### src/rtl/dac_trig_pkg.sv
package dac_trig_pkg;

  localparam int NCH   = 2;
  localparam int REF_W = 7;

  typedef enum logic [2:0] {
    TM_WRITE   = 3'd0,
    TM_EVENT   = 3'd1,
    TM_REFRESH = 3'd2,
    TM_WR_EV   = 3'd3,
    TM_WR_REF  = 3'd4,
    TM_SENSOR  = 3'd5
  } trig_mode_e;

  function automatic logic mode_has_write(input logic [2:0] m);
    return (m == TM_WRITE) || (m == TM_WR_EV) || (m == TM_WR_REF);
  endfunction

  function automatic logic mode_has_event(input logic [2:0] m);
    return (m == TM_EVENT) || (m == TM_WR_EV);
  endfunction

  function automatic logic mode_has_refresh(input logic [2:0] m);
    return (m == TM_REFRESH) || (m == TM_WR_REF);
  endfunction

  function automatic logic mode_has_sensor(input logic [2:0] m);
    return m == TM_SENSOR;
  endfunction

  // Refresh length in ticks: 8 shifted left by the select code.
  function automatic logic [REF_W-1:0] refresh_len(input logic [1:0] sel);
    return REF_W'(8) << sel;
  endfunction

  // True when the bus word has no bit set at or above position dw.
  function automatic logic value_fits(input logic [31:0] v, input int unsigned dw);
    return (v >> dw) == 32'd0;
  endfunction

endpackage

### src/rtl/dac_presc.sv
module dac_presc #(
  parameter int PW = 8
) (
  input  logic          clk,
  input  logic          rst_n,
  input  logic [PW-1:0] div,
  input  logic          restart,
  output logic          tick
);

  logic [PW-1:0] cnt;

  assign tick = (cnt >= div);

  always_ff @(posedge clk or negedge rst_n) begin
    if (!rst_n)              cnt <= '0;
    else if (tick || restart) cnt <= '0;
    else                     cnt <= cnt + 1'b1;
  end

  // no division means a tick in every cycle
  assert_undivided_R1: assert property (@(posedge clk) disable iff (!rst_n)
    (div == '0 && $past(div) == '0) |-> tick);

  // two ticks are never back to back when dividing
  assert_tick_gap_R1: assert property (@(posedge clk) disable iff (!rst_n)
    (div != '0 && $past(div) == div && !$past(restart) && $past(tick)) |-> !tick);

endmodule

### src/rtl/dac_ev_sync.sv
module dac_ev_sync #(
  parameter int N = 12
) (
  input  logic         clk,
  input  logic         rst_n,
  input  logic [N-1:0] ev_in,
  output logic [N-1:0] async_rise,
  output logic [N-1:0] sync_rise,
  output logic [N-1:0] sync_lvl
);

  logic [N-1:0] raw_q, s1, s2, s3;
  logic [1:0]   age;

  always_ff @(posedge clk or negedge rst_n) begin
    if (!rst_n) begin
      raw_q <= '0;
      s1    <= '0;
      s2    <= '0;
      s3    <= '0;
      age   <= '0;
    end else begin
      raw_q <= ev_in;
      s1    <= ev_in;
      s2    <= s1;
      s3    <= s2;
      if (age != 2'd3) age <= age + 1'b1;
    end
  end

  assign async_rise = ev_in & ~raw_q;
  assign sync_rise  = s2 & ~s3;
  assign sync_lvl   = s2;

  // the synchronised edge is the raw edge two cycles late
  assert_sync_lag_R8: assert property (@(posedge clk) disable iff (!rst_n)
    (age == 2'd3) |-> (sync_rise == $past(async_rise, 2)));

endmodule

### src/rtl/dac_chan.sv
module dac_chan
  import dac_trig_pkg::*;
#(
  parameter int DW = 12
) (
  input  logic          clk,
  input  logic          rst_n,
  input  logic          en,
  input  logic [2:0]    mode,
  input  logic          sample_off,
  input  logic [1:0]    ref_sel,
  input  logic          tick,
  input  logic          wr_hit,
  input  logic [DW-1:0] wr_val,
  input  logic          ev_rise,
  input  logic          sns,
  output logic          start,
  output logic [DW-1:0] data,
  output logic          drive,
  output logic          trig_new
);

  logic [REF_W-1:0] ref_cnt;
  logic [REF_W-1:0] ref_last;
  logic             ref_hit;
  logic             pend;
  logic             start_now;
  logic             drv_q;
  logic [DW-1:0]    hold;
  logic [DW-1:0]    data_next;

  assign ref_last  = refresh_len(ref_sel) - 1'b1;
  assign ref_hit   = en & tick & (ref_cnt >= ref_last);

  assign trig_new  = en & ((mode_has_write(mode)   & wr_hit)  |
                           (mode_has_event(mode)   & ev_rise) |
                           (mode_has_refresh(mode) & ref_hit) |
                           (mode_has_sensor(mode)  & sns));

  assign start_now = en & tick & (pend | trig_new);
  assign data_next = wr_hit ? wr_val : hold;

  always_ff @(posedge clk or negedge rst_n) begin
    if (!rst_n) begin
      hold    <= '0;
      ref_cnt <= '0;
      pend    <= 1'b0;
      start   <= 1'b0;
      data    <= '0;
      drv_q   <= 1'b0;
    end else begin
      if (wr_hit) hold <= wr_val;

      if (!en)       ref_cnt <= '0;
      else if (tick) ref_cnt <= ref_hit ? '0 : ref_cnt + 1'b1;

      if (!en || start_now) pend <= 1'b0;
      else                  pend <= pend | trig_new;

      start <= start_now;
      if (start_now) data <= data_next;

      if (!en)            drv_q <= 1'b0;
      else if (start_now) drv_q <= 1'b1;
      else if (tick)      drv_q <= 1'b0;
    end
  end

  assign drive = en & (sample_off ? drv_q : 1'b1);

  // every start follows a tick cycle
  assert_start_on_tick_R2: assert property (@(posedge clk) disable iff (!rst_n)
    start |-> $past(tick));

  // a start leaves nothing pending behind it
  assert_start_clears_pend_R2: assert property (@(posedge clk) disable iff (!rst_n)
    start |-> !pend);

  // a channel that was disabled issues no start
  assert_disabled_quiet_R12: assert property (@(posedge clk) disable iff (!rst_n)
    !$past(en) |-> !start);

  // a start in sample/shut-off mode is driven
  assert_drive_on_start_R11: assert property (@(posedge clk) disable iff (!rst_n)
    (start && en && sample_off) |-> drive);

endmodule

### src/rtl/dac_trig_ctrl.sv
module dac_trig_ctrl
  import dac_trig_pkg::*;
#(
  parameter int PW     = 8,
  parameter int DW     = 12,
  parameter int BUS_W  = 16,
  parameter int NUM_EV = 12,
  parameter int SW     = 4
) (
  input  logic                clk,
  input  logic                rst_n,
  input  logic [PW-1:0]       presc_div,
  input  logic [1:0]          refresh_sel,
  input  logic                ch0_presc_sync_en,
  input  logic                oe_from_ev1_en,
  input  logic [NCH-1:0]      ch_en,
  input  logic [3*NCH-1:0]    ch_mode,
  input  logic [SW*NCH-1:0]   ch_ev_sel,
  input  logic [NCH-1:0]      ch_ev_async,
  input  logic [NCH-1:0]      ch_sample_off,
  input  logic [NCH-1:0]      wr_ch,
  input  logic                wr_comb,
  input  logic [BUS_W-1:0]    wdat0,
  input  logic [BUS_W-1:0]    wdat1,
  input  logic [NUM_EV-1:0]   ev_in,
  input  logic [NCH-1:0]      sns_trig,
  output logic                dac_tick,
  output logic [NCH-1:0]      conv_start,
  output logic [DW-1:0]       conv_data0,
  output logic [DW-1:0]       conv_data1,
  output logic [NCH-1:0]      ch_drive,
  output logic                out_en
);

  logic [NUM_EV-1:0] ev_async_rise, ev_sync_rise, ev_sync_lvl;
  logic [NCH-1:0]    trig_new;
  logic [NCH-1:0]    wr_hit;
  logic [NCH-1:0]    ev_pick;
  logic [DW-1:0]     wr_val  [NCH];
  logic [DW-1:0]     ch_data [NCH];
  logic [BUS_W-1:0]  bus_word [NCH];
  logic              presc_restart;
  logic              ev1_level;
  logic [SW-1:0]     sel1;

  assign bus_word[0] = wdat0;
  assign bus_word[1] = wdat1;

  dac_presc #(.PW(PW)) u_presc (
    .clk     (clk),
    .rst_n   (rst_n),
    .div     (presc_div),
    .restart (presc_restart),
    .tick    (dac_tick)
  );

  dac_ev_sync #(.N(NUM_EV)) u_sync (
    .clk        (clk),
    .rst_n      (rst_n),
    .ev_in      (ev_in),
    .async_rise (ev_async_rise),
    .sync_rise  (ev_sync_rise),
    .sync_lvl   (ev_sync_lvl)
  );

  for (genvar c = 0; c < NCH; c++) begin : g_ch
    logic [SW-1:0] sel;
    assign sel = ch_ev_sel[c*SW +: SW];

    always_comb begin
      ev_pick[c] = 1'b0;
      for (int k = 0; k < NUM_EV; k++) begin
        if (sel == SW'(k))
          ev_pick[c] = ch_ev_async[c] ? ev_async_rise[k] : ev_sync_rise[k];
      end
    end

    assign wr_hit[c] = (wr_ch[c] | wr_comb) &
                       value_fits(32'(bus_word[c]), DW);
    assign wr_val[c] = bus_word[c][DW-1:0];

    dac_chan #(.DW(DW)) u_chan (
      .clk        (clk),
      .rst_n      (rst_n),
      .en         (ch_en[c]),
      .mode       (ch_mode[3*c +: 3]),
      .sample_off (ch_sample_off[c]),
      .ref_sel    (refresh_sel),
      .tick       (dac_tick),
      .wr_hit     (wr_hit[c]),
      .wr_val     (wr_val[c]),
      .ev_rise    (ev_pick[c]),
      .sns        (sns_trig[c]),
      .start      (conv_start[c]),
      .data       (ch_data[c]),
      .drive      (ch_drive[c]),
      .trig_new   (trig_new[c])
    );
  end

  assign conv_data0    = ch_data[0];
  assign conv_data1    = ch_data[1];
  assign presc_restart = ch0_presc_sync_en & trig_new[0];

  assign sel1 = ch_ev_sel[SW +: SW];
  always_comb begin
    ev1_level = 1'b0;
    for (int k = 0; k < NUM_EV; k++) begin
      if (sel1 == SW'(k))
        ev1_level = ch_ev_async[1] ? ev_in[k] : ev_sync_lvl[k];
    end
  end

  assign out_en = oe_from_ev1_en ? ev1_level : 1'b1;

  // with the gating option off the output stays enabled
  assert_oe_free_R10: assert property (@(posedge clk) disable iff (!rst_n)
    !oe_from_ev1_en |-> out_en);

  // a combined write with fitting words starts both enabled write-mode channels
  assert_comb_both_R4: assert property (@(posedge clk) disable iff (!rst_n)
    (wr_comb && dac_tick && ch_en == 2'b11 && ch_mode == 6'd0 &&
     value_fits(32'(wdat0), DW) && value_fits(32'(wdat1), DW))
    |=> conv_start == 2'b11);

endmodule

### config.mk
export PLATFORM = sky130hd
export DESIGN_NAME = dac_trig_ctrl
export DESIGN_NICKNAME = d
export VERILOG_FILES = /design/src/rtl/dac_trig_pkg.sv /design/src/rtl/dac_presc.sv /design/src/rtl/dac_ev_sync.sv /design/src/rtl/dac_chan.sv /design/src/rtl/dac_trig_ctrl.sv
export SDC_FILE = /design/constraint.sdc
export NUM_CORES = 1
export LEC_CHECK = 0
export BUFFER_PORTS_ARGS = -buffer_cell sky130_fd_sc_hd__buf_2
export CAP_MARGIN = 25
export CORE_UTILIZATION = 45
export DETAILED_ROUTE_END_ITERATION = 8
export PLACE_DENSITY = 0.72
export SYNTH_ARGS = -nofsm -noshare
export SYNTH_HDL_FRONTEND = slang
export SYNTH_HIERARCHICAL = 1
export SYNTH_SLANG_ARGS = --single-unit
### constraint.sdc
create_clock -name clk -period 3.4 [get_ports clk]
set_clock_uncertainty 0.05 [all_clocks]
set_input_delay 0 -clock clk [delete_from_list [all_inputs] [get_ports clk]]
set_output_delay 0 -clock clk [all_outputs]
set_load 0.01 [all_outputs]
### After elaboration in Yosys (flattened, before gate mapping)

Index checks and enable logic that the tools add are counted.

| storage, ports and cells | value |
|---|---|
| register bits after elaboration | 112 |
| input port bits | 83 |
| output and inout bits | 30 |
| logic and storage cells | 205 |

| cells by class | value |
|---|---|
| $add $sub $neg | 4 |
| magnitude comparators | 3 |
| equality and inequality tests | 36 |
| shift operators | 1 |
| multiplexer cells | 91 |
| bitwise gates (word level) | 35 |
| reduce and logical (&&, ||, !) cells | 19 |

Operators by type and width:

| cell | number |
|---|---|
| 2-to-1 mux 1 bit | 82 |
| logical NOT 32 bit | 2 |
| 2-to-1 mux 7 bit | 6 |
| == test 4 x 3 -> 1 bit (second input constant) | 8 |
| == test 4 bit (second input constant) | 8 |
| bitwise AND 12 bit | 2 |
| 2-to-1 mux 12 bit | 2 |
| NOT 12 bit | 2 |
| bitwise AND 1 bit | 21 |
| == test 4 x 2 -> 1 bit (second input constant) | 4 |
| adder 7 x 1 -> 7 bit (second input constant) | 2 |
| >= comparator 7 bit | 2 |
| == test 3 x 2 -> 1 bit (second input constant) | 4 |
| == test 3 bit (second input constant) | 4 |
| logical OR 1 bit | 11 |
| bitwise OR 1 bit | 10 |
| adder 8 x 1 -> 8 bit (second input constant) | 1 |
| == test 4 x 1 -> 1 bit (second input constant) | 2 |
| >= comparator 8 bit | 1 |
| logical NOT 4 bit | 2 |
| 2-to-1 mux 8 bit | 1 |
| left shift 4 x 2 -> 7 bit (first input constant) | 1 |
| subtractor 7 x 1 -> 7 bit (second input constant) | 1 |
| == test 3 x 1 -> 1 bit (second input constant) | 2 |
| 4 further kinds | 8 |

### Logic depth before layout (Yosys ltp)

Gate-level depths: netlist of run 1.

| depth | value |
|---|---|
| word-level depth | 24 |
| mapped depth | 14 |
| depth with buffers taken out | 13 |

### By module

The synthesis of run 1 kept the hierarchy.

Modules (own cells, without submodules):

| module | times used | cells an instance | area an instance (um2) | seq. area each (um2) |
|---|---|---|---|---|
| dac_chan | 2 | 130 | 1656.6 | 850.8 |
| dac_ev_sync | 1 | 60 | 1231.2 | 900.9 |
| dac_trig_ctrl | 1 | 86 | 775.7 | 0.0 |
| dac_presc | 1 | 59 | 574.3 | 200.2 |

### Worst setup path before layout of run 1

No wires, ideal clock.

| path | value |
|---|---|
| path type | register to register |
| from | register u_presc.cnt[0] |
| to | register g_ch[0].u_chan.data[0] |
| setup time | 0.125 ns |
| data arrival time | 2.751 ns |
| required time | 3.225 ns |
| slack | 0.474 ns |
| cell stages (with the launch flop) | 13 |
| buffers on the path | 2 |
| period minus slack after synthesis | 2.926 ns |
| cells stage by stage | dfrtp_1 -> inv_1 -> ha_1 -> nand2b_1 -> a21oi_4 -> o31ai_1 -> clkbuf_1 -> nand2_1 -> nor3_1 -> o21ai_0 -> a21oi_2 -> buf_6 -> mux2_4 |

| on the way | value |
|---|---|
| word-level cells in the longest chain between the ends | 9 |

RTL lines:

| element | RTL line | source |
|---|---|---|
| start, declared | dac_presc.sv:11 | `logic [PW-1:0] cnt;` |
| start signal, assigned | dac_presc.sv:18 | `else cnt <= cnt + 1'b1;` |
| >= comparator 8 bit * | dac_presc.sv:13 | `assign tick = (cnt >= div);` |
| via dac_tick | dac_trig_ctrl.sv:27 | `output logic dac_tick,` |
| bitwise AND 1 bit * | dac_chan.sv:33, dac_chan.sv:40 |  |
| bitwise AND 1 bit | dac_chan.sv:33 | `assign ref_hit = en & tick & (ref_cnt >= ref_last);` |
| bitwise AND 1 bit | dac_chan.sv:37 | `(mode_has_refresh(mode) & ref_hit) \|` |
| bitwise OR 1 bit | dac_chan.sv:36 | `(mode_has_event(mode) & ev_rise) \|` |
| bitwise OR 1 bit | dac_chan.sv:37 |  |
| bitwise AND 1 bit | dac_chan.sv:35 | `assign trig_new = en & ((mode_has_write(mode) & wr_hit) \|` |
| bitwise OR 1 bit | dac_chan.sv:40 | `assign start_now = en & tick & (pend \| trig_new);` |
| bitwise AND 1 bit * | dac_chan.sv:40 |  |
| via g_ch[0].u_chan.start_now | dac_chan.sv:27 | `logic start_now;` |
| end signal, assigned | dac_chan.sv:61 | `if (start_now) data <= data_next;` |
| end, declared | dac_chan.sv:18 | `output logic [DW-1:0] data,` |

The timed path passes the listed nets; every way through them passes the cells marked *.
A chain may end at the register's enable or synchronous reset.

### Worst setup path in the final report of run 1

| path | value |
|---|---|
| from | register u_presc.cnt[3] |
| to | register g_ch[0].u_chan.data[3] |

| on the way | value |
|---|---|
| word-level cells in the longest chain between the ends | 9 |

RTL lines:

| element | RTL line |
|---|---|
| >= comparator 8 bit * | dac_presc.sv:13 |
| bitwise AND 1 bit * | dac_chan.sv:33, dac_chan.sv:40 |
| bitwise AND 1 bit | dac_chan.sv:33 |
| bitwise AND 1 bit | dac_chan.sv:37 |
| bitwise OR 1 bit | dac_chan.sv:36 |
| bitwise OR 1 bit | dac_chan.sv:37 |
| bitwise AND 1 bit | dac_chan.sv:35 |
| bitwise OR 1 bit | dac_chan.sv:40 |
| bitwise AND 1 bit * | dac_chan.sv:40 |

Every way passes the cells marked *; elsewhere a longest branch is shown, timed or not.

==> flow_metrics.env, run 1 <==
export IMPL_setup_tns_final_ns=0
export IMPL_ir_drop_mv=0.420
export IMPL_root_buffer="clkbuf_16"
export IMPL_antenna_diode_count=0
export IMPL_vias=4140
export IMPL_die_w_um=116
export IMPL_syn_nets=565
export IMPL_worstPathMaxFanout=13
export IMPL_power_mw=3.90
export IMPL_antenna_left=0
export IMPL_drt_iter0_drc=191
export IMPL_gp_congestion=0.822
export IMPL_setup_viol=0
export IMPL_p_leak_nw=3.55
export IMPL_cts_sinks=112
export IMPL_fin_crit_sh_pct=91.3
export IMPL_h_tree_depth=3
export IMPL_cp_required_ns=3.58
export IMPL_place_ws_ns=0.278
export IMPL_antenna_found_initial=0
export IMPL_hold_start="ch_mode[3]"
export IMPL_grt_overflow=0
export IMPL_period_minus_slack_ns=3.10
export IMPL_place_hpwl_um=8690
export IMPL_stdcell_count=792
export IMPL_cap_violations=0
export IMPL_hp_class="input pin to register"
export IMPL_relSlewSlack_pct=38.1
export IMPL_rsz0062_at_grt="false"
export IMPL_top_layer="met4"
export IMPL_fillCellCount=1046
export IMPL_crit_arrival_ns=3.28
export IMPL_cts_buffers=9
export IMPL_drive_above_1_share_pct=36.1
export IMPL_start_util_pct=46.4
export IMPL_routed_wl_met3_um=688
export IMPL_drt_first_pass_iters=4
export IMPL_worst_slack_ns=0.296
export IMPL_dp_cells=737
export IMPL_final_hold_viol_count=0
export IMPL_totalWireLength_um=12000
export IMPL_vias_per_cell=5.23
export IMPL_timing_rr_start="u_presc/cnt[3]"
export IMPL_met2_length_um=5990
export IMPL_fmax_ghz=0.322
export IMPL_numPortBuffers=112
export IMPL_num_nets_final=717
export IMPL_powerDensity_nw_per_um2=532
export IMPL_clk_insertion_delay_late_ns=0.34
export IMPL_yosys_warnings=6
export IMPL_outcome="completed"
export IMPL_die_area_um2=13500
export IMPL_drc=0
export IMPL_syn_instance_count=463
export IMPL_cts_resized=0
export IMPL_setup_worst_path_start="u_presc/cnt[3]"
export IMPL_wl_per_cell_um=15.1
export IMPL_syn2layout_area_growth_pct=24.6
export IMPL_critPathLaunchType="register"
export IMPL_die_h_um=116
export IMPL_crit_type="register to register"
export IMPL_clkTransAtPathRegs_ns=0.07
export IMPL_worst_setup_path_end_kind="register"
export IMPL_grt_pass1_wl_um=19800
export IMPL_synthesis_area_um2=5880
export IMPL_ioPinCount=113
export IMPL_m1WireLength_um=5220
export IMPL_row_count=41
export IMPL_slew_viol_final=0
export IMPL_tightest_slew_ns=0.929
export IMPL_rrSetupSlack_ns=0.30
export IMPL_first_global_vias=4218
export IMPL_coreArea_um2=12700
export IMPL_clockBufferDepth=2
export IMPL_tritoncts="yes"
export IMPL_grt_usage_pct=18.8
export IMPL_synth_area_per_cell_um2=12.7
export IMPL_final_util_pct=57.8
export IMPL_grt_max_degree=64
-- critical path, cell delays in order, from the launching register on --
cell     delay, ns
dfrtp_1       0.42
ha_1          0.29
o21a_1        0.12
a21oi_1       0.14
o31ai_4       0.28
nand2_1       0.14
nor3_1        0.16
o21ai_0       0.19
a21oi_2       0.79
mux2_2        0.41
-- timing repair --
action | in CTS | in global routing
setup buffers | 0 | 0
endpoints found under the hold margin | 139 | 0
hold buffers | 39 | 0
setup endpoints to repair | 0 | 0
-- power breakdown --
part / internal, mW / switching [mW] / total (mW)
Combinational: 0.577 / 0.478 / 1.05
Sequential: 1.61 / 0.175 / 1.79
Clock: 0.594 / 0.462 / 1.06
-- per-stage QoR --
stage,cell area (um2),hold slack [ns]
finish,7320,0.0484
global route,7320,0.0580
CTS,7320,0.0358
detailed placement,6630,0.0815
global placement,6630,0.0683
floorplan,5880,-0.346
-- layout by cell type, fill, tap and decap left out, types with 18 or more instances in the layout --
master and n:
ha_1 19, dfrtp_1 112, mux2_4 18, nand2_1 23, nor2_1 18, buf_2 111
nor2b_4 26, dlygate4sd3_1 39, mux2i_1 20, mux2_2 33
-- state kept, by name, summed over array words and instances (netlist names) --
register and count:
u_sync/s3 12, g_ch.u_chan/pend 2, g_ch.u_chan/start 2, u_sync/s1 12
u_presc/cnt 8, g_ch.u_chan/ref_cnt 14, g_ch.u_chan/data 24, u_sync/sync_lvl 12
g_ch.u_chan/drv_q 2, g_ch.u_chan/hold 24
-- layer usage --
| metal | vias up | GRT usage (%) |
|---|---|---|
| met5 | - | 0 |
| met3 | 8 | 5.81 |
| li1 | 1981 | - |
| met2 | 102 | 32.3 |
| met4 | 0 | 4.87 |
| met1 | 2049 | 23.0 |
-- worst paths after layout --
path                       depth (start not counted)                endpoint
max                                                9  g_ch[0].u_chan/data[3]
min                                                4    g_ch[1].u_chan/drv_q
max reg2reg                                        9  g_ch[0].u_chan/data[3]
max in group asynchronous                          3  g_ch[1].u_chan/data[1]
min in group asynchronous                          2  g_ch[0].u_chan/data[6]
min reg2reg                                        0            u_sync/s3[0]
-- area by class of cell --
class	count	area, um2	area share [%]
Multi-Input combinational cell	319	2940	40.2
Tap cell	172	215	2.94
Timing Repair Buffer	158	1010	13.7
Sequential cell	112	2800	38.3
Clock buffer	12	246	3.37
Clock inverter	4	53.8	0.735
Inverter	15	56.3	0.769
No activity file was read; power rests on OpenSTA's default activity.
==> run 2: changes to the inputs <==
Settings changed: ABC_AREA from default to 1, CTS_CLUSTER_DIAMETER from default to 120.
==> flow_metrics.env, run 2 <==
export IMPL_top_layer="met4"
export IMPL_crit_path_cell_trace="ha_1, a21o_1, nor2_2, nand3_1, nand2_4, nor2_1, and3_1, nand2_2, nand2_2, nand2_2, inv_1, nand2_1, inv_1, inv_1, nand4_4, nor2_1"
export IMPL_clockBufferDepth=2
export IMPL_dp_cells=952
export IMPL_fin_crit_sh_pct=74.6
export IMPL_p_sw_mw=1.11
export IMPL_clkTransAtPathRegs_ns=0.07
export IMPL_fillCellCount=1147
export IMPL_cts_sinks=112
export IMPL_power_internal_mw=2.51
export IMPL_cts_buffers=9
export IMPL_die_h_um=116
export IMPL_postPlaceCellArea_um2=6570
export IMPL_drc=0
export IMPL_coreArea_um2=12700
export IMPL_critPathLaunchType="register"
export IMPL_synthesis_area_um2=5880
export IMPL_totalWireLength_um=12900
export IMPL_cts_resized=0
export IMPL_yosys_warnings=6
export IMPL_path_buf_inv=3
export IMPL_p_leak_nw=3.90
export IMPL_period_minus_slack_ns=2.54
export IMPL_syn_instance_count=680
export IMPL_numPortBuffers=112
export IMPL_root_buffer="clkbuf_16"
export IMPL_grt_pass1_wl_um=21400
export IMPL_ir_drop_mv=0.263
export IMPL_die_w_um=116
export IMPL_wl_per_cell_um=12.9
export IMPL_worstPathMaxFanout=8
export IMPL_synth_area_per_cell_um2=8.64
export IMPL_cp_required_ns=3.63
export IMPL_syn_nets=782
export IMPL_antenna_found_initial=0
export IMPL_power_mw=3.62
export IMPL_antenna_left=0
export IMPL_stdcell_count=1007
export IMPL_setup_tns_final_ns=0
export IMPL_routed_wl_met3_um=477
export IMPL_layout_commonest_cell="nand2_1"
export IMPL_grt_max_degree=69
export IMPL_first_global_vias=4663
export IMPL_crit_type="register to register"
export IMPL_post_cts_repair_setup_buffers=0
export IMPL_layout_common_cells="nand2_1 (185), dfrtp_1 (112), buf_2 (111)"
export IMPL_slew_viol_final=0
export IMPL_antenna_diode_count=0
export IMPL_cap_violations=0
export IMPL_gp_congestion=0.907
export IMPL_syn2layout_area_growth_pct=23.4
export IMPL_drt_iter0_drc=226
export IMPL_worst_setup_path_end_kind="register"
export IMPL_vias_per_cell=4.85
export IMPL_outcome="completed"
export IMPL_drt_first_pass_iters=4
export IMPL_p_sw_share_pct=30.6
export IMPL_m1WireLength_um=5690
export IMPL_clk_insertion_delay_late_ns=0.35
export IMPL_p_clk_share_pct=29.1
export IMPL_row_count=41
export IMPL_place_hpwl_um=9270
export IMPL_start_util_pct=46.4
export IMPL_combPwrFrac_pct=23.6
export IMPL_fmax_ghz=0.394
export IMPL_die_area_um2=13500
export IMPL_rsz0062_at_grt="false"
export IMPL_hp_class="input pin to register"
export IMPL_num_nets_final=932
export IMPL_p_seq_share_pct=47.2
export IMPL_crit_family="simple AND/OR/NAND/NOR gates"
export IMPL_met2_length_um=6460
export IMPL_grt_usage_pct=20.6
export IMPL_max_stage_delay_ns=0.39
export IMPL_drive_above_1_share_pct=25.1
export IMPL_top_regs="g_ch.u_chan/data (24), g_ch.u_chan/hold (24), g_ch.u_chan/ref_cnt (14)"
export IMPL_crit_arrival_ns=2.76
export IMPL_grt_overflow=0
export IMPL_vias=4888
export IMPL_tightest_slew_ns=0.856
export IMPL_relSlewSlack_pct=42.9
export IMPL_powerDensity_nw_per_um2=499
export IMPL_final_area_um2=7250
export IMPL_tritoncts="yes"
export IMPL_cp_slowest_cell="dfrtp_1"
export IMPL_setup_viol=0
export IMPL_h_tree_depth=3
export IMPL_final_util_pct=57.2
export IMPL_ioPinCount=113
export IMPL_final_hold_viol_count=0
-- run 2: area by class of cell --
cell class,instances,area (um2),area share [%]
flip-flops and latches,112,2800,38.6
multi-input cells,468,2640,36.4
repair buffers,155,983,13.6
inverters,84,318,4.38
clock buffers,10,229,3.16
well taps,172,215,2.97
clock inverters,6,65.1,0.897
-- run 2: metal layers --
| layer | GRT usage (%) | vias up |
|---|---|---|
| met4 | 8.03 | 0 |
| met5 | 0 | - |
| met2 | 35.3 | 106 |
| li1 | - | 2482 |
| met1 | 25.1 | 2281 |
| met3 | 4.67 | 19 |
-- run 2: path summary, 6_finish.rpt --
path	startpoint	end	slack, ns	depth (start not counted)
setup / recovery	u_presc/cnt[7]	u_presc/cnt[4]	0.86	16
hold / removal	ch0_presc_sync_en	u_presc/cnt[1]	0.04	6
setup reg to reg	u_presc/cnt[7]	u_presc/cnt[4]	0.86	16
hold reg to reg	u_sync/s1[1]	u_sync/sync_lvl[1]	0.34	0
max in group asynchronous	rst_n	u_presc/cnt[7]	2.18	3
min in group asynchronous	rst_n	g_ch[1].u_chan/ref_cnt[0]	0.24	2
-- run 2: worst min-delay path: stages --
cell     delay, ns
buf_2         0.09
nand2_1       0.05
inv_1         0.04
inv_1         0.05
nand4_4       0.13
nor2_1        0.05
-- run 2: power by group through the flow --
stage                     registers, mW  clock network [mW]  logic, mW
after floorplan                    1.76                   0      0.486
after detailed placement           1.73                   0      0.827
after CTS                          1.71                1.09      0.864
final                              1.71                1.05      0.855
after global placement             1.73                   0      0.803
after global routing               1.74                1.14      0.972
-- run 2: timing repair --
action                                 in CTS  in global routing
endpoints found under the hold margin     131                  0
setup endpoints to repair                   0                  0
hold buffers                               39                  0
-- run 2: per-stage QoR --
step	hold slack, ns	setup WS, ns
global route	0.0584	0.581
detailed placement	0.0892	0.825
finish	0.0399	0.864
floorplan	-0.346	1.06
global placement	0.0852	0.906
CTS	0.0241	0.812
==> run 3: changes to the inputs <==
Clock period 3.4 ns to 2.4 ns, I/O delays scaled along.
==> flow_metrics.env, run 3 (same netlist as run 2, synthesis figures left out) <==
export IMPL_die_h_um=116
export IMPL_vias_per_cell=4.91
export IMPL_numPortBuffers=112
export IMPL_layout_commonest_cell="nand2_1"
export IMPL_grt_overflow=0
export IMPL_drc=0
export IMPL_cap_violations=0
export IMPL_fin_crit_sh_pct=99.6
export IMPL_clockBufferDepth=2
export IMPL_p_sw_share_pct=32.2
export IMPL_drt_iter0_drc=237
export IMPL_drt_first_pass_iters=5
export IMPL_period_minus_slack_ns=2.39
export IMPL_num_nets_final=957
export IMPL_row_count=41
export IMPL_worst_hold_slack_ns=0.0323
export IMPL_cp_required_ns=2.59
export IMPL_die_w_um=116
export IMPL_root_buffer="clkbuf_16"
export IMPL_holdPathEnd="u_presc/cnt[5]"
export IMPL_tritoncts="yes"
export IMPL_drive_above_1_share_pct=31.6
export IMPL_p_sw_mw=1.73
export IMPL_cts_sinks=112
export IMPL_hp_class="input pin to register"
export IMPL_grt_max_degree=56
export IMPL_final_util_pct=60.4
export IMPL_fillCellCount=1089
export IMPL_rrSetupSlack_ns=0.01
export IMPL_p_clk_share_pct=27.1
export IMPL_rsz0062_at_grt="true"
export IMPL_grt_pass1_wl_um=21100
export IMPL_totalWireLength_um=13600
export IMPL_stdcell_count=1032
export IMPL_ioPinCount=113
export IMPL_p_seq_share_pct=44.8
export IMPL_antenna_found_initial=0
export IMPL_top_regs="g_ch.u_chan/data (24), g_ch.u_chan/hold (24), g_ch.u_chan/ref_cnt (14)"
export IMPL_gp_congestion=0.894
export IMPL_coreArea_um2=12700
export IMPL_antenna_left=0
export IMPL_layout_common_cells="nand2_1 (174), dfrtp_1 (112), buf_2 (111)"
export IMPL_postPlaceCellArea_um2=6690
export IMPL_wl_per_cell_um=13.1
export IMPL_place_hpwl_um=9270
export IMPL_combPwrFrac_pct=28.1
export IMPL_vias=5063
export IMPL_crit_type="register to register"
export IMPL_slew_viol_final=0
export IMPL_fmax_ghz=0.418
export IMPL_grt_usage_pct=20.1
export IMPL_worstPathMaxFanout=7
export IMPL_start_util_pct=46.4
export IMPL_p_leak_nw=4.04
export IMPL_setup_viol=0
export IMPL_critPathLaunchType="register"
export IMPL_r2r_end="g_ch[1].u_chan/data[1]"
export IMPL_power_internal_mw=3.64
export IMPL_worst_hold_path_num_cells=6
export IMPL_antenna_diode_count=0
export IMPL_final_area_um2=7650
export IMPL_worst_setup_path_end_kind="register"
export IMPL_power_mw=5.37
export IMPL_dp_cells=966
export IMPL_crit_arrival_ns=2.58
export IMPL_clkTransAtPathRegs_ns=0.07
export IMPL_syn2layout_area_growth_pct=30.2
export IMPL_powerDensity_nw_per_um2=702
export IMPL_outcome="completed"
export IMPL_cts_buffers=9
export IMPL_clk_insertion_delay_late_ns=0.36
export IMPL_h_tree_depth=3
export IMPL_ff2ff_path_depth=16
export IMPL_first_global_vias=4720
export IMPL_timing_rr_start="u_presc/cnt[6]"
export IMPL_die_area_um2=13500
export IMPL_ir_drop_mv=0.328
export IMPL_final_hold_viol_count=0
export IMPL_hold_start="ch0_presc_sync_en"
-- run 3: layout make-up --
| class | count | area [um2] | share of cell area [%] |
|---|---|---|---|
| well taps | 172 | 215 | 2.81 |
| multi-input cells | 470 | 2860 | 37.3 |
| clock buffers | 9 | 225 | 2.94 |
| inverters | 84 | 318 | 4.15 |
| clock inverters | 7 | 66.3 | 0.867 |
| repair buffers | 178 | 1170 | 15.3 |
| flip-flops and latches | 112 | 2800 | 36.6 |
-- run 3: power groups by stage --
stage,clock (mW),combinational (mW),sequential (mW)
floorplan,0,0.689,2.49
global placement,0,1.26,2.42
detailed placement,0,1.29,2.43
CTS,1.51,1.34,2.40
global route,1.56,1.71,2.45
finish,1.46,1.51,2.41
-- run 3: critical path: stages (launching register included) --
cell and delay (ns):
dfrtp_1 0.41, ha_1 0.30, nand2_2 0.06, nor2_2 0.15
nand2_1 0.12, nand3_4 0.12, buf_4 0.13, nand2_4 0.05
nor2_1 0.09, and3_1 0.16, nand2_2 0.07, nand2_2 0.09
nand2_4 0.09, nand2_8 0.15, nand2_8 0.08, nand2_1 0.08
nand2_1 0.06
-- run 3: metrics by stage --
stage	TNS [ns]	setup WS (ns)
after floorplan	0	0.0579
after global placement	0	0.103
after detailed placement	0	0.0253
after CTS	0	0.0427
after global routing	-2.07	-0.148
final	0	0.0101
-- run 3: repair_timing --
action	CTS	global route
hold buffers	39	0
pin swaps	0	22
resized for setup	1	49
cloned	0	2
endpoints found under the setup margin	1	36
endpoints found under the hold margin	151	0
setup buffers	0	9
-- run 3: worst max path at each step --
stage,startpoint,end
global route,u_sync/sync_lvl[0],g_ch[1].u_chan/data[7]
detailed placement,u_presc/cnt[7],g_ch[1].u_chan/data[1]
finish,u_presc/cnt[6],g_ch[1].u_chan/data[1]
floorplan,u_presc/cnt[7],u_presc/cnt[0]
global placement,u_presc/cnt[7],g_ch[1].u_chan/data[1]
CTS,u_sync/sync_lvl[1],g_ch[1].u_chan/data[1]
-- run 3: metal layers --
layer | track usage (%) | routed length (um)
met5 | 0 | 0
met4 | 9.32 | 341
met3 | 3.11 | 424
met2 | 34.0 | 6830
met1 | 25.2 | 5960
